$ cat src/rtl/pwmt_pkg.sv
package pwmt_pkg;

  // register field positions that software decodes
  localparam int EN_BIT      = 0;
  localparam int SYNC_BIT    = 11;
  localparam int FINE_BIT    = 15;
  localparam int COARSE_LSB  = 16;
  localparam int COARSE_W    = 4;
  localparam int PERIOD_LSB  = 16;
  localparam int HIGH_LSB    = 0;
  localparam int WORD_W      = 32;

  // strobes from the register/sequencing side to the datapath
  typedef struct packed {
    logic runEn;
    logic loadActive;
  } pwmStrobe_t;

endpackage

$ cat src/rtl/pwmt_regs.sv
module pwmt_regs
  import pwmt_pkg::*;
#(
  parameter int MAX_EXP = 24,
  parameter int CNT_W   = 10,
  parameter int ADDR_W  = 3,
  localparam int EXP_W  = $clog2(MAX_EXP + 1)
) (
  input  logic              clk,
  input  logic              rstN,
  input  logic              wrStrobe,
  input  logic [ADDR_W-1:0] addr,
  input  logic [WORD_W-1:0] wrData,
  input  logic              running,
  input  logic              boundary,
  output logic [WORD_W-1:0] rdData,
  output pwmStrobe_t        strobe,
  output logic [CNT_W-1:0]  stagedPeriod,
  output logic [CNT_W-1:0]  stagedHigh,
  output logic [EXP_W-1:0]  stagedExp
);

  localparam logic [ADDR_W-1:0] CTRL_ADDR  = '0;
  localparam logic [ADDR_W-1:0] COUNT_ADDR = ADDR_W'(4);
  localparam int RAW_W = COARSE_W + 1;

  logic                enQ, syncQ, fineSh;
  logic [COARSE_W-1:0] coarseSh;
  logic [CNT_W-1:0]    periodSh, highSh;
  logic                commitReq, pendingQ;
  logic                wrCtrl, wrCount;
  logic [RAW_W-1:0]    rawExp;
  logic [EXP_W-1:0]    clampExp;

  assign wrCtrl  = wrStrobe && (addr == CTRL_ADDR);
  assign wrCount = wrStrobe && (addr == COUNT_ADDR);

  // software-visible (shadow) registers
  always_ff @(posedge clk or negedge rstN) begin
    if (!rstN) begin
      enQ      <= 1'b0;
      syncQ    <= 1'b0;
      fineSh   <= 1'b0;
      coarseSh <= '0;
      periodSh <= '0;
      highSh   <= '0;
    end else begin
      if (wrCtrl) begin
        enQ      <= wrData[EN_BIT];
        syncQ    <= wrData[SYNC_BIT];
        fineSh   <= wrData[FINE_BIT];
        coarseSh <= wrData[COARSE_LSB +: COARSE_W];
      end
      if (wrCount) begin
        periodSh <= wrData[PERIOD_LSB +: CNT_W];
        highSh   <= wrData[HIGH_LSB +: CNT_W];
      end
    end
  end

  // exponent = coarse*2 + fine, clamped to the ceiling
  assign rawExp   = {coarseSh, fineSh};
  assign clampExp = (int'(rawExp) > MAX_EXP) ? EXP_W'(MAX_EXP) : EXP_W'(rawExp);

  // commit: shadow -> staged copy, then staged -> active at a safe point
  always_ff @(posedge clk or negedge rstN) begin
    if (!rstN) begin
      commitReq    <= 1'b0;
      pendingQ     <= 1'b0;
      stagedPeriod <= '0;
      stagedHigh   <= '0;
      stagedExp    <= '0;
    end else begin
      commitReq <= (wrCount && !syncQ) || (wrCtrl && !wrData[SYNC_BIT]);
      if (commitReq) begin
        stagedPeriod <= periodSh;
        stagedHigh   <= highSh;
        stagedExp    <= clampExp;
        pendingQ     <= 1'b1;
      end else if (strobe.loadActive) begin
        pendingQ <= 1'b0;
      end
    end
  end

  always_comb begin
    strobe.runEn      = enQ;
    strobe.loadActive = pendingQ && (!running || boundary);
  end

  // read mux
  always_comb begin
    rdData = '0;
    if (addr == CTRL_ADDR) begin
      rdData[EN_BIT]                  = enQ;
      rdData[SYNC_BIT]                = syncQ;
      rdData[FINE_BIT]                = fineSh;
      rdData[COARSE_LSB +: COARSE_W]  = coarseSh;
    end else if (addr == COUNT_ADDR) begin
      rdData[PERIOD_LSB +: CNT_W] = periodSh;
      rdData[HIGH_LSB +: CNT_W]   = highSh;
    end
  end

endmodule

$ cat src/rtl/pwmt_core.sv
module pwmt_core
  import pwmt_pkg::*;
#(
  parameter int MAX_EXP = 24,
  parameter int CNT_W   = 10,
  localparam int EXP_W  = $clog2(MAX_EXP + 1)
) (
  input  logic             clk,
  input  logic             rstN,
  input  pwmStrobe_t       strobe,
  input  logic [CNT_W-1:0] stagedPeriod,
  input  logic [CNT_W-1:0] stagedHigh,
  input  logic [EXP_W-1:0] stagedExp,
  output logic             pwmOut,
  output logic             running,
  output logic             boundary,
  output logic [CNT_W-1:0] actPeriod,
  output logic [CNT_W-1:0] actHigh,
  output logic [CNT_W-1:0] perCnt
);

  logic [EXP_W-1:0]   actExp;
  logic [MAX_EXP-1:0] preCnt;
  logic [MAX_EXP-1:0] tickMask;
  logic               tick;

  // active setting, replaced only on a load strobe
  always_ff @(posedge clk or negedge rstN) begin
    if (!rstN) begin
      actPeriod <= '0;
      actHigh   <= '0;
      actExp    <= '0;
    end else if (strobe.loadActive) begin
      actPeriod <= stagedPeriod;
      actHigh   <= stagedHigh;
      actExp    <= stagedExp;
    end
  end

  assign running = strobe.runEn && (actPeriod != '0) && (actHigh != '0);

  // thermometer mask of the low prescaler bits that must all be set for a tick
  for (genvar gi = 0; gi < MAX_EXP; gi++) begin : g_mask
    assign tickMask[gi] = (actExp > EXP_W'(gi));
  end

  assign tick     = running && (preCnt == tickMask);
  assign boundary = tick && (perCnt == actPeriod - 1'b1);

  always_ff @(posedge clk or negedge rstN) begin
    if (!rstN) begin
      preCnt <= '0;
      perCnt <= '0;
    end else if (!running) begin
      preCnt <= '0;
      perCnt <= '0;
    end else begin
      preCnt <= tick ? '0 : preCnt + 1'b1;
      if (boundary)  perCnt <= '0;
      else if (tick) perCnt <= perCnt + 1'b1;
    end
  end

  assign pwmOut = running && (perCnt < actHigh);

endmodule

$ cat src/rtl/pwm_prescale_timer.sv
module pwm_prescale_timer
  import pwmt_pkg::*;
#(
  parameter int MAX_EXP = 24,
  parameter int CNT_W   = 10,
  parameter int ADDR_W  = 3,
  localparam int EXP_W  = $clog2(MAX_EXP + 1)
) (
  input  logic              clk,
  input  logic              rstN,
  input  logic              wrStrobe,
  input  logic [ADDR_W-1:0] addr,
  input  logic [31:0]       wrData,
  output logic [31:0]       rdData,
  output logic              pwmOut
);

  pwmStrobe_t       strobe;
  logic [CNT_W-1:0] stagedPeriod, stagedHigh;
  logic [EXP_W-1:0] stagedExp;
  logic             running, boundary;
  logic [CNT_W-1:0] actPeriod, actHigh, perCnt;

  pwmt_regs #(.MAX_EXP(MAX_EXP), .CNT_W(CNT_W), .ADDR_W(ADDR_W)) regs (
    .clk(clk), .rstN(rstN), .wrStrobe(wrStrobe), .addr(addr), .wrData(wrData),
    .running(running), .boundary(boundary), .rdData(rdData), .strobe(strobe),
    .stagedPeriod(stagedPeriod), .stagedHigh(stagedHigh), .stagedExp(stagedExp)
  );

  pwmt_core #(.MAX_EXP(MAX_EXP), .CNT_W(CNT_W)) core (
    .clk(clk), .rstN(rstN), .strobe(strobe),
    .stagedPeriod(stagedPeriod), .stagedHigh(stagedHigh), .stagedExp(stagedExp),
    .pwmOut(pwmOut), .running(running), .boundary(boundary),
    .actPeriod(actPeriod), .actHigh(actHigh), .perCnt(perCnt)
  );

endmodule

$ cat config.mk
export PLATFORM = sky130hd
export DESIGN_NAME = pwm_prescale_timer
export DESIGN_NICKNAME = d
export VERILOG_FILES = /design/src/rtl/pwmt_pkg.sv /design/src/rtl/pwmt_regs.sv /design/src/rtl/pwmt_core.sv /design/src/rtl/pwm_prescale_timer.sv
export SDC_FILE = /design/constraint.sdc
export NUM_CORES = 1
export LEC_CHECK = 0
export BUFFER_PORTS_ARGS = -buffer_cell sky130_fd_sc_hd__buf_4
export CORE_MARGIN = 2
export CORE_UTILIZATION = 55
export DETAILED_ROUTE_END_ITERATION = 6
export GPL_TIMING_DRIVEN = 0
export HOLD_SLACK_MARGIN = 0.12
export PLACE_DENSITY_LB_ADDON = 0.3
export RECOVER_POWER = 100
export SLEW_MARGIN = 15
export SYNTH_ARGS = -nofsm -noshare
export SYNTH_HDL_FRONTEND = slang
export SYNTH_SLANG_ARGS = --single-unit
$ cat constraint.sdc
create_clock -name clk -period 3.5 [get_ports clk]
set_input_delay 0 -clock clk [delete_from_list [all_inputs] [get_ports clk]]
set_output_delay 0 -clock clk [all_outputs]
set_load 0.1 [all_outputs]
==> results.cfg, run 1 <==
[pwr]
p_leak_nw = 3.38
peakVddDrop_uv = 375
power.density_mw_per_mm2 = 558

[floorplanning]
rows = 40
core_area_mm2 = 0.0120
start_util_pct = 56.2
die_h_um = 115
die_x_um = 115
ioPinCount = 71
dieArea_mm2 = 0.0131

[status]
violations = max-capacitance violations, max-slew violations
status = finished with violations

[drt]
routed_via_density = 6.23
postRouteAntennaNets = 0
drt_iter0_drc = 612
routedWlPerCell_um = 19.1
remaining_drc_errors = 0
vias = 6152
drt-total-wl_mm = 18.9
first_pass_iters = 5

[global_route]
grt_pass1_vias = 6154
grt_pass1_wl_mm = 31.2
antenna_found_initial = 0
use_met3_pct = 6.93
grt_max_degree = 114
gr-usage-met2_pct = 49.9
grtUsageTotal_pct = 30.4
grt.overflow.total = 0
met1_usage_pct = 39.2
grt-busiest-layer = met2

[layout]
layout.nets = 879
antenna_cells = 0
syn_to_final_growth_pct = 19.6
drive_gt1_share_pct = 16.5
nFillCells = 906

[setup_path]
start_kind = flip-flop
arrival_ns = 3.63
path_max_fanout = 10
critPathKind = flip-flop to flip-flop
endpoint_kind = flip-flop
cp.required_ns = 3.76

[clocking]
cts.sinks = 113
clock_latency_ns = 0.42
clock_path_buffers = 2
cts_htree_levels = 4
cts_tree = done
cts_root_buf = clkbuf_16
cts_buffers = 17
cts.clk_slew.worst_paths_ns = 0.06

[synth]
postSynthAreaPerCell_um2 = 9.23
synth.area.top_cells = dfrtp_1 (42%), mux2_2 (8.2%), nand2_1 (3.7%), nand3_1 (3.3%), nor2_1 (3.1%)
yosysTopAreaCellShare_pct = 42.1
yosysTopAreaCell = dfrtp_1
syn_area_mm2 = 0.00672
synthMostInstantiatedCell = dfrtp_1
netlist_instances = 728
synth-seq-cells = 113
ys_warn_count = 0
async_reset_ff_share_pct = 100
synth_seq_area_share_pct = 42.1
synth_edf_count = 0
synth_cell_types = 61
synth-main-ff-cell = dfrtp_1
synth_common_cells = dfrtp_1 (113), nand2_1 (67), nor2_1 (55), mux2_2 (49), clkbuf_1 (46)

[placed_design]
dpl.hpwl_mm = 12.7
dpl_worst_slack_ns = 0.153
io_buffers = 49
place.gp.congestion = 0.937

[run]
max_cap_viol_count = 1

[timing]
slew_violations = 114
grt_setup_unrepaired = no
fmax_ghz = 0.297
relSlewSlack_pct = -86.2
tns_ns = 0
worstMarginPinSlew_ns = 2.79
setup_ws_ns = 0.132
fin_crit_ns = 3.37
period_share_pct = 96.2
finalHoldViolCount = 0
setup_violations = 0
skew_ns = 0.0191

[hold_path]
min_path_type = primary input to flip-flop
## final timing paths
kind,depth (start not counted),to,start,slack (ns)
max,9,core.actExp[2],core.preCnt[17],0.13
min,3,regs.highSh[9],wrData[9],0.36
max reg2reg,9,core.actExp[2],core.preCnt[17],0.13
min reg2reg,1,regs.stagedPeriod[7],regs.stagedPeriod[7],0.51
max in group asynchronous,2,regs.stagedHigh[7],rstN,0.86
min in group asynchronous,2,core.preCnt[13],rstN,0.97
## where the power goes
| group | total (W) | internal [W] | switching, W |
|---|---|---|---|
| registers | 0.00178 | 0.00155 | 0.000228 |
| clock network | 0.00165 | 0.00101 | 0.000643 |
| logic | 0.00105 | 0.000405 | 0.000644 |
| total | 0.00448 | 0.00297 | 0.00152 |
## metrics by stage
stage	utilization, %	cell area [µm²]	cells	power, W	hold slack (ns)
3_3_place_gp	61.1	7310	933	0.00275	0.211
3_5_place_dp	61.1	7310	933	0.00281	0.219
2_1_floorplan	-	6750	737	0.00249	-0.296
5_1_grt	67.2	8040	988	0.00468	0.364
6_report	67.2	8040	988	0.00448	0.356
4_1_cts	67.8	8110	989	0.00448	0.346
## what timing repair did
| item | CTS | global route |
|---|---|---|
| hold endpoints to repair | 141 | 0 |
| gates resized for setup | 0 | 6 |
| buffers inserted | 0 | 1 |
| setup endpoints to repair | 0 | 15 |
| hold buffers | 24 | 0 |
## critical path, stage by stage, from the launching register on
cell	delay, ns
dfrtp_1	0.47
or4_1	0.54
a22oi_1	0.21
o2111ai_1	0.12
or4b_1	0.57
or4_4	0.57
buf_6	0.16
clkbuf_1	0.27
nand3_1	0.17
o311ai_1	0.13
## cells in the final DEF (no fill, tap or decap), types with 10 or more instances in the layout
cell type / n
a21oi_1: 23
a31oi_1: 27
and2_1: 17
buf_4: 35
clkbuf_1: 64
clkbuf_16: 17
conb_1: 10
dfrtp_1: 113
dlygate4sd3_1: 24
ha_1: 13
inv_1: 27
mux2_2: 46
nand2_1: 67
nand3_1: 44
nor2_1: 55
o21ai_0: 18
o22ai_1: 27
o311ai_0: 20
xnor2_1: 22
xor2_1: 16
## state kept, by name, indices dropped and copies added, names as in the netlist, 4 cells and up
register and cells:
core.perCnt 10, core.actHigh 10, regs.periodSh 10, core.preCnt 24
regs.coarseSh 4, regs.highSh 10, core.actExp 5, core.actPeriod 10
regs.stagedExp 5, regs.stagedHigh 10, regs.stagedPeriod 10
## cell families (layout without fill, tap and decap cells)
| kind of cell | count (synthesis) | in the layout | synth area share (%) |
|---|---|---|---|
| compound gates | 163 | 163 | 16.8 |
| xor+xnor | 38 | 38 | 4.95 |
| fa+ha+maj | 13 | 13 | 2.42 |
| buf+inv | 99 | 203 | 6.44 |
| flops | 113 | 113 | 42.1 |
| mux | 56 | 56 | 9.25 |
| other cells | 1 | 10 | 0.0558 |
| simple gates | 245 | 245 | 18.0 |
## routing by layer
| layer | vias to the layer above | wire length, µm |
|---|---|---|
| li1 | 2819 | - |
| met3 | 52 | 1440 |
| met4 | 0 | 428 |
| met1 | 2956 | 7860 |
| met2 | 325 | 9180 |
| met5 | - | 0 |
## area by class of cell
type / count / area [µm²] / share of cell area [%]
Sequential cell: 113 / 2830 / 35.2
Buffer: 69 / 324 / 4.03
Multi-Input combinational cell: 525 / 3500 / 43.6
Clock buffer: 19 / 453 / 5.64
Inverter: 28 / 105 / 1.31
Timing Repair Buffer: 74 / 531 / 6.60
Tap cell: 147 / 184 / 2.29
Clock inverter: 13 / 111 / 1.39
Power figures use the tool's default switching activity.
==> run 2: changes to the inputs <==
- REMOVE_ABC_BUFFERS: default -> 1
==> run 2 against run 1 <==
The run still ends with max-capacitance violations, max-slew violations left. Sequential share of layout area rose by 0.82 points. Non-clock buffer count down 66. Sequential power rose by 2%. Via count fell by 6.1%. Register-to-register slack about the same. Critical path depth decreased by 2. Global-route usage is 3.9 points lower. Setup slack better by 0.010 ns. Clock power up 8%. Hold slack got worse by 0.0093 ns. Critical path type unchanged. Largest cell class unchanged.
==> results.cfg, run 2 (synthesized netlist as in run 1, its figures left out) <==
[pwr]
p_total_w = 0.00455
peakVddDrop_uv = 514
power.density_mw_per_mm2 = 578
p_leak_nw = 3.27

[setup_path]
path_max_fanout = 21
cpPeakStageDelay_ns = 0.66
arrival_ns = 3.69
critical_path.slowest_cell = or4b_1
r2r_cells = 7
path_cells = or4_1 > a22oi_1 > o2111ai_1 > or4b_1 > or4_4 > nand2b_2 > o22ai_1
cp-startpoint = core.actExp[4]
start_kind = flip-flop
critPathKind = flip-flop to flip-flop
regToRegSetupSlack_ns = 0.14
worstReg2RegStart = core.actExp[4]
cp.required_ns = 3.84
endpoint_kind = flip-flop

[timing]
skew_ns = 0.00817
period_share_pct = 95.9
worstMarginPinSlew_ns = 2.78
slew_violations = 114
setup_violations = 0
finalHoldViolCount = 0
grt_setup_unrepaired = no
relSlewSlack_pct = -85.5
fin_crit_ns = 3.36
fmax_ghz = 0.298
tns_ns = 0
setup_ws_ns = 0.142

[layout]
layout.nets = 815
top_register = core.preCnt
final_core_util_pct = 65.8
final_cell_mix = dfrtp_1 (109), nand2_1 (66), nor2_1 (55), mux2_2 (49), nand3_1 (44)
postLayoutCellArea_mm2 = 0.00787
final_common_cell = dfrtp_1
syn_to_final_growth_pct = 17.1
largest_reg_flops = 24
antenna_cells = 0
drive_gt1_share_pct = 16.7

[hold_path]
min_path_type = primary input to flip-flop
holdCritStartpoint = wrData[6]
holdPathStages = 3

[clocking]
clock_latency_ns = 0.42
cts.clk_slew.worst_paths_ns = 0.05
clock_path_buffers = 2
cts_buffers = 17
cts_root_buf = clkbuf_16
cts_htree_levels = 4
cts_tree = done
cts.sinks = 113
post-cts-setup-buffers = 0

[placed_design]
io_buffers = 50
place_area_mm2 = 0.00708
dpl.hpwl_mm = 9.65
place.gp.congestion = 0.908
dpl_worst_slack_ns = -0.482

[floorplanning]
dieArea_mm2 = 0.0131
die_h_um = 115
core_area_mm2 = 0.0120
die_x_um = 115
start_util_pct = 56.2
rows = 40
ioPinCount = 71

[global_route]
grt_pass1_vias = 5503
grtUsageTotal_pct = 26.4
grt_max_degree = 114
grt_pass1_wl_mm = 27.4
grt.overflow.total = 0
antenna_found_initial = 0

[status]
status = finished with violations
violations = max-capacitance violations, max-slew violations

[run]
max_cap_viol_count = 1

[drt]
first_pass_iters = 5
routed_via_density = 6.25
vias = 5775
drt-total-wl_mm = 16.6
routedWlPerCell_um = 18.0
remaining_drc_errors = 0
drt_iter0_drc = 390
postRouteAntennaNets = 0
run 2: area by class of cell:
| cell class | instances | area (µm²) |
|---|---|---|
| Timing Repair Buffer | 77 | 601 |
| Clock buffer | 20 | 457 |
| Multi-Input combinational cell | 527 | 3530 |
| Tap cell | 147 | 184 |
| Inverter | 28 | 105 |
| Sequential cell | 113 | 2830 |
| Fill cell | 918 | 4090 |
| Clock inverter | 12 | 155 |
run 2: per-stage QoR:
step / cells / hold WS [ns]
2_1_floorplan: 666 / -0.296
3_3_place_gp: 863 / 0.205
3_5_place_dp: 866 / 0.224
4_1_cts: 923 / 0.228
5_1_grt: 924 / 0.351
6_report: 924 / 0.347
run 2: power breakdown:
part | leakage, nW | internal (W) | switching [W]
combinational | 1.61 | 0.000410 | 0.000525
sequential | 1.36 | 0.00155 | 0.000270
clock | 0.297 | 0.00116 | 0.000633
run 2: final timing paths:
path	end
setup reg to reg	core.perCnt[8]
hold / removal	regs.highSh[6]
min in group asynchronous	core.preCnt[11]
setup / recovery	core.perCnt[8]
max in group asynchronous	core.actExp[4]
hold reg to reg	regs.stagedPeriod[2]
run 2: critical path: cells and delay by family (launching register included):
kind | cells | cell delay, ns
and+or+nand+nor | 4 | 2.17
AOI/OAI and AO/OA | 3 | 0.55
DFF | 1 | 0.55
run 2: timing repair:
item / CTS / global route
endpoints found under the setup margin: 45 / 32
pin swaps: 1 / 0
hold buffers: 24 / 0
gates cloned: 1 / 1
gates resized for setup: 5 / 4
endpoints found under the hold margin: 141 / 0
run 2: per-layer routing:
metal	global-route usage, %	share of wire, %	vias up
met5	0	0	-
met4	10.4	2.2	0
met3	6.46	5.5	41
met2	41.4	49	214
met1	35.4	44	2811
li1	-	-	2709
